<file path="src/rtl/pcimon_pkg.sv">
package pcimon_pkg;

    localparam int CBE_W   = 4;
    localparam int PHASE_W = 3;
    localparam int KIND_W  = 4;

    typedef enum logic [PHASE_W-1:0] {
        PH_IDLE = 3'd0,
        PH_ADDR = 3'd1,
        PH_DATA = 3'd2,
        PH_LAST = 3'd3,
        PH_TURN = 3'd4
    } phase_e;

    typedef enum logic [KIND_W-1:0] {
        K_NONE     = 4'd0,
        K_MEM_WR   = 4'd1,
        K_CFG_RD   = 4'd2,
        K_CFG_WR   = 4'd3,
        K_MEM_RDM  = 4'd4,
        K_DUAL     = 4'd5,
        K_MEM_RDL  = 4'd6,
        K_MEM_WRI  = 4'd7,
        K_RESV     = 4'd8,
        K_OTHER    = 4'd9
    } kind_e;

endpackage

</file>
<file path="src/rtl/pcimon_cmd_decode.sv">
module pcimon_cmd_decode
    import pcimon_pkg::*;
(
    input  logic [CBE_W-1:0] cbe,
    input  logic             agent_mode,
    input  logic             idsel,
    output kind_e            kind,
    output logic             ok
);

    // Command code to type
    always_comb begin
        unique case (cbe)
            4'b0111:          kind = K_MEM_WR;
            4'b1000, 4'b1001: kind = K_RESV;
            4'b1010:          kind = K_CFG_RD;
            4'b1011:          kind = K_CFG_WR;
            4'b1100:          kind = K_MEM_RDM;
            4'b1101:          kind = K_DUAL;
            4'b1110:          kind = K_MEM_RDL;
            4'b1111:          kind = K_MEM_WRI;
            default:          kind = K_OTHER;
        endcase
    end

    // Target support table
    always_comb begin
        unique case (kind)
            K_MEM_WR, K_MEM_RDM, K_MEM_RDL, K_MEM_WRI: ok = 1'b1;
            K_CFG_RD, K_CFG_WR:                        ok = agent_mode & idsel;
            default:                                   ok = 1'b0;
        endcase
    end

endmodule

</file>
<file path="src/rtl/pcimon_phase_fsm.sv">
module pcimon_phase_fsm
    import pcimon_pkg::*;
(
    input  logic   clk,
    input  logic   rst_n,
    input  logic   frame_n,
    input  logic   irdy_n,
    input  logic   trdy_n,
    output phase_e state,
    output logic   capture,
    output logic   to_idle,
    output logic   xfer_strobe
);

    phase_e next;
    logic   hs;
    logic   in_data;

    assign hs      = ~irdy_n & ~trdy_n;
    assign in_data = (state == PH_ADDR) | (state == PH_DATA) | (state == PH_LAST);
    assign capture = (state == PH_IDLE) & ~frame_n;
    assign to_idle = (state != PH_IDLE) & (next == PH_IDLE);

    always_comb begin
        next = state;
        unique case (state)
            PH_IDLE: if (!frame_n) next = PH_ADDR;
            PH_ADDR, PH_DATA: begin
                if (hs && frame_n)           next = PH_TURN;
                else if (frame_n && !irdy_n) next = PH_LAST;
                else                         next = PH_DATA;
            end
            PH_LAST: if (hs) next = PH_TURN;
            PH_TURN: if (frame_n && irdy_n) next = PH_IDLE;
            default: next = PH_IDLE;
        endcase
    end

    // State register
    always_ff @(posedge clk) begin
        if (!rst_n) state <= PH_IDLE;
        else        state <= next;
    end

    // Outputs
    always_ff @(posedge clk) begin
        if (!rst_n) xfer_strobe <= 1'b0;
        else        xfer_strobe <= in_data & hs;
    end

    assert_strobe_handshake_R3: assert property (@(posedge clk) disable iff (!rst_n)
        xfer_strobe |-> $past(~irdy_n & ~trdy_n));

    assert_addr_not_idle_R2: assert property (@(posedge clk) disable iff (!rst_n)
        (state == PH_ADDR) |=> (state == PH_DATA || state == PH_LAST || state == PH_TURN));

    assert_last_completes_R4: assert property (@(posedge clk) disable iff (!rst_n)
        (state == PH_LAST && !irdy_n && !trdy_n) |=> (state == PH_TURN));

endmodule

</file>
<file path="src/rtl/pcimon_txn_hold.sv">
module pcimon_txn_hold
    import pcimon_pkg::*;
#(
    parameter int ADDR_W = 32
) (
    input  logic              clk,
    input  logic              rst_n,
    input  logic              capture,
    input  logic              to_idle,
    input  kind_e             kind_in,
    input  logic              ok_in,
    input  logic [ADDR_W-1:0] ad,
    output kind_e             kind_q,
    output logic              accept_q,
    output logic [ADDR_W-1:0] addr_q
);

    always_ff @(posedge clk) begin
        if (!rst_n) begin
            kind_q   <= K_NONE;
            accept_q <= 1'b0;
            addr_q   <= '0;
        end else if (capture) begin
            kind_q   <= kind_in;
            accept_q <= ok_in;
            addr_q   <= ad;
        end else if (to_idle) begin
            kind_q   <= K_NONE;
            accept_q <= 1'b0;
        end
    end

endmodule

</file>
<file path="src/rtl/pcimon_top.sv">
module pcimon_top
    import pcimon_pkg::*;
#(
    parameter int ADDR_W = 32
) (
    input  logic              clk,
    input  logic              rst_n,
    input  logic              frame_n,
    input  logic              irdy_n,
    input  logic              trdy_n,
    input  logic              idsel,
    input  logic              agent_mode,
    input  logic [3:0]        cbe,
    input  logic [ADDR_W-1:0] ad,
    output logic [2:0]        phase,
    output logic [3:0]        cmd_type,
    output logic              accept,
    output logic              xfer_strobe,
    output logic [ADDR_W-1:0] addr_q
);

    phase_e st;
    kind_e  kind_d, kind_q;
    logic   ok_d, capture, to_idle;

    pcimon_cmd_decode u_dec (
        .cbe        (cbe),
        .agent_mode (agent_mode),
        .idsel      (idsel),
        .kind       (kind_d),
        .ok         (ok_d)
    );

    pcimon_phase_fsm u_fsm (
        .clk         (clk),
        .rst_n       (rst_n),
        .frame_n     (frame_n),
        .irdy_n      (irdy_n),
        .trdy_n      (trdy_n),
        .state       (st),
        .capture     (capture),
        .to_idle     (to_idle),
        .xfer_strobe (xfer_strobe)
    );

    pcimon_txn_hold #(.ADDR_W(ADDR_W)) u_hold (
        .clk      (clk),
        .rst_n    (rst_n),
        .capture  (capture),
        .to_idle  (to_idle),
        .kind_in  (kind_d),
        .ok_in    (ok_d),
        .ad       (ad),
        .kind_q   (kind_q),
        .accept_q (accept),
        .addr_q   (addr_q)
    );

    assign phase    = st;
    assign cmd_type = kind_q;

    assert_cfg_needs_agent_R7: assert property (@(posedge clk) disable iff (!rst_n)
        (capture && cbe[3:1] == 3'b101 && !(agent_mode && idsel)) |=> !accept);

    assert_dual_ignored_R8: assert property (@(posedge clk) disable iff (!rst_n)
        (capture && cbe == 4'b1101) |=> !accept);

    assert_resv_silent_R9: assert property (@(posedge clk) disable iff (!rst_n)
        (capture && cbe[3:1] == 3'b100) |=> !accept);

    assert_low_codes_ignored_R10: assert property (@(posedge clk) disable iff (!rst_n)
        (capture && cbe[3] == 1'b0 && cbe != 4'b0111) |=> !accept);

    assert_txn_hold_R11: assert property (@(posedge clk) disable iff (!rst_n)
        (phase != 3'd0 && $past(phase) != 3'd0) |-> ($stable(cmd_type) && $stable(accept)));

    assert_idle_clear_R5: assert property (@(posedge clk) disable iff (!rst_n)
        (phase == 3'd0) |-> (cmd_type == 4'd0 && !accept));

endmodule

</file>
<file path="config.mk">
export PLATFORM = sky130hd
export DESIGN_NAME = pcimon_top
export DESIGN_NICKNAME = d
export VERILOG_FILES = /design/src/rtl/pcimon_pkg.sv /design/src/rtl/pcimon_cmd_decode.sv /design/src/rtl/pcimon_phase_fsm.sv /design/src/rtl/pcimon_txn_hold.sv /design/src/rtl/pcimon_top.sv
export SDC_FILE = /design/constraint.sdc
export NUM_CORES = 1
export LEC_CHECK = 0
export BUFFER_PORTS_ARGS = -buffer_cell sky130_fd_sc_hd__buf_2
export CORE_UTILIZATION = 40
export CTS_CLUSTER_DIAMETER = 100
export CTS_CLUSTER_SIZE = 10
export DETAILED_ROUTE_END_ITERATION = 16
export GPL_ROUTABILITY_DRIVEN = 0
export GPL_TIMING_DRIVEN = 0
export MAX_ROUTING_LAYER = met4
export PLACE_DENSITY = 0.75
export SYNTH_ARGS = -nofsm -noshare
export SYNTH_HDL_FRONTEND = slang
export SYNTH_SLANG_ARGS = --single-unit
</file>
<file path="constraint.sdc">
create_clock -name clk -period 1.4 [get_ports clk]
set_input_delay 0.42 -clock clk [delete_from_list [all_inputs] [get_ports clk]]
set_output_delay 0.42 -clock clk [all_outputs]
set_load 0.005 [all_outputs]
</file>
==> summary.md <==
| Metric | Value |
|---|---|
| RSZ-0062 raised after global routing | `yes` |
| Final min period | `1390 ps` |
| Worst setup EP type | `register` |
| DP HPWL | `2480 microns` |
| Worst min path class | `input pin to register` |
| Asr flop ratio synth | `0%` |
| Slowest stage cell, crit path | `or4_4` |
| Largest net degree at the start of global routing | `13` |
| CTS max path bufs | `2` |
| Vias per cell | `4.84` |
| Root buffer cell | `clkbuf_8` |
| FF-to-FF path depth | `4` |
| Clock latency on the worst-skew pair | `290 ps` |
| Synth warn | `0` |
| Final Net Count | `322` |
| FMAX | `721 MHz` |
| Worst r2r src | `u_fsm.state[1]` |
| CP delay by family, top | `simple AND/OR/NAND/NOR gates` |
| Number of max-cap violations | `0` |
| Worst Tran Pin Value | `435 ps` |
| Critical path data arrival time | `1550 ps` |
| Via count | `1589` |
| 1st-iter DRT viols | `51` |
| Die ar. | `4210 sq um` |
| Layout cells sized above 1 | `40.4%` |
| IO Pins | `84` |
| Final core utilization | `60.3%` |
| Worst Min Path Start | `trdy_n` |
| Commonest non-fill, non-tap cell in the layout | `buf_2` |
| Worst slack at placement | `-297 ps` |
| Final Max Slew Viols | `0` |
| Setup TNS | `0 ps` |
| Worst-path clk slew | `70 ps` |
| Final WL | `3630 microns` |
| Port bufs | `83` |
| Number of nets with antenna violations after routing | `0` |
| Global route overflow | `0` |
| Area grow syn2layout | `41.7%` |
| Bufs and invs on worst path | `1` |
| Final WS setup | `13.2 ps` |
| Post-Syn Area | `1580 sq um` |
| Detailed Routing Iterations Pass 1 | `4` |
| Hold Crit Endpoint | `u_fsm.xfer_strobe` |
| Distinct cells, synth | `28` |
| Tcrit/Tclk final | `99.1%` |
| Most frequent cells in the layout | `buf_2 (83), nand2_1 (66), dfxtp_1 (38), a21oi_1 (34), clkbuf_8 (11)` |
| Global-route usage over all layers | `18.1%` |
| Sequential share of the synthesized area | `51.9%` |
| R2r endpoint | `u_hold.addr_q[7]` |
| H-tree Lvls | `2` |
| Startpoint types | `register` |
| Status | `finished, final reports clean` |
| Placed inst area | `2060 sq um` |
| Ys flop type | `dfxtp_1` |
| Final Hold Fails | `0` |
| Num rows | `22` |
| P_leak | `1.07 nW` |
| Post-Syn Instances | `183` |
| Initial Util | `42.6%` |
| Vias in the first global route | `1387` |
| CP max FO | `7` |
| Worst reg-to-reg setup slack | `10 ps` |
| CTS Buf Count | `5` |
| Final setup vio count | `0` |
| N_diodes | `0` |
| Synth Net Count | `226` |
| Number of synthesized register bits | `41` |
| Crit-path max cell delay | `580 ps` |
| Post-synth EDFFs | `0` |
| Crit-path cells | `or4_4 > clkbuf_8 > nand2_1 > a21oi_1` |
| Final instance area | `2240 sq um` |
| Power per cell area | `1230 nW/um^2` |
| DRC errors left | `0` |
| Final setup skew | `2.93 ps` |
| Die Span Y | `64.9 microns` |
| CTS tree | `done` |
| Hold path cells | `2` |
| Rel. slew slack | `71.0%` |
| Synthesized area per cell | `8.65 sq um` |
| Sink Count | `41` |
| Core Footprint | `3720 sq um` |
| Worst path required time | `1560 ps` |
| Die width | `64.9 microns` |
| Crit Path Class | `register to register` |
| First-pass GRT wire length | `5800 microns` |
| Initial antenna violation count | `0` |
| VDD IR max | `699 uV` |
| Wire length per cell | `11.1 microns` |
==> synthesized netlist by cell type (2+ instances only) <==
| master | instances | area [sq um] |
|---|---|---|
| nand2b_1 | 2 | 12.5 |
| o21ai_0 | 2 | 10.0 |
| buf_6 | 3 | 33.8 |
| clkbuf_8 | 3 | 41.3 |
| nor2_1 | 2 | 7.51 |
| a21oi_1 | 34 | 170 |
| dfxtp_1 | 41 | 821 |
| buf_2 | 3 | 15.0 |
| nor3_1 | 3 | 15.0 |
| o211ai_1 | 2 | 15.0 |
| clkbuf_1 | 3 | 11.3 |
| a32o_1 | 3 | 30.0 |
| a22o_1 | 2 | 17.5 |
| nand2_1 | 66 | 248 |
==> report_power, final <==
group | switching (W) | internal [W] | total [W]
logic | 0.000239 | 0.000257 | 0.000496
registers | 0.0000499 | 0.00125 | 0.00130
clock network | 0.000379 | 0.000581 | 0.000959
==> how the worst max path moves through the flow <==
| stage | slack (ps) | to | cells after the start | start |
|---|---|---|---|---|
| after CTS | 0.9 | u_hold.addr_q[7] | 4 | u_fsm.state[1] |
| after detailed placement | -300 | u_hold.addr_q[7] | 6 | frame_n |
| after global placement | -280 | u_hold.addr_q[19] | 6 | frame_n |
| after global routing | -50 | u_hold.addr_q[11] | 4 | u_fsm.state[1] |
| after floorplan | -60 | u_hold.addr_q[0] | 6 | u_fsm.state[1] |
| final | 10 | u_hold.addr_q[7] | 4 | u_fsm.state[1] |
==> logic make-up after synthesis <==
group / synth area share, %
compound gates: 18.4
fa+ha+maj: 0.632
buf+inv: 6.64
flops: 51.9
simple gates: 22.5
==> sequential cells by signal, indices dropped and copies added (netlist names) <==
signal,flops
u_fsm.state,3
u_fsm.xfer_strobe,1
u_hold.accept_q,1
u_hold.addr_q,32
u_hold.kind_q,4
==> through the flow <==
stage          power, W  instances  hold WS (ps)
2_1_floorplan   0.00159        183           453
4_1_cts         0.00278        326           328
3_5_place_dp    0.00179        314           448
3_3_place_gp    0.00179        314           441
5_1_grt         0.00289        328           338
6_report        0.00276        328           336
==> timing repair <==
action | CTS | global route
resized for setup | 8 | 2
endpoints found under the hold margin | 0 | 0
pin swaps | 2 | 1
endpoints found under the setup margin | 35 | 30
hold buffers | 0 | 0
cloned | 4 | 0
setup buffers | 3 | 3
==> area by class of cell <==
type / count / area (sq um)
plain buffers: 8 / 61.3
clock buffers: 7 / 86.3
clock inverters: 1 / 30.0
fillers: 357 / 1470
inverters: 1 / 3.75
multi-input cells: 130 / 672
flip-flops and latches: 41 / 830
well taps: 48 / 60.1
repair buffers: 92 / 499
==> layer usage <==
layer / GRT usage (%) / vias to the layer above / part of all wire (%)
met5: - / - / 0
met4: 8.33 / 0 / 1.8
met3: 4.93 / 9 / 8.0
met2: 27.5 / 63 / 44
met1: 22.3 / 704 / 46
li1: - / 813 / -
==> worst reg2reg max path, cell delays in order (launching register included) <==
cell and delay (ps):
dfxtp_4 380, or4_4 580, clkbuf_8 180, nand2_1 60
a21oi_1 60
Power figures use the tool's default switching activity.
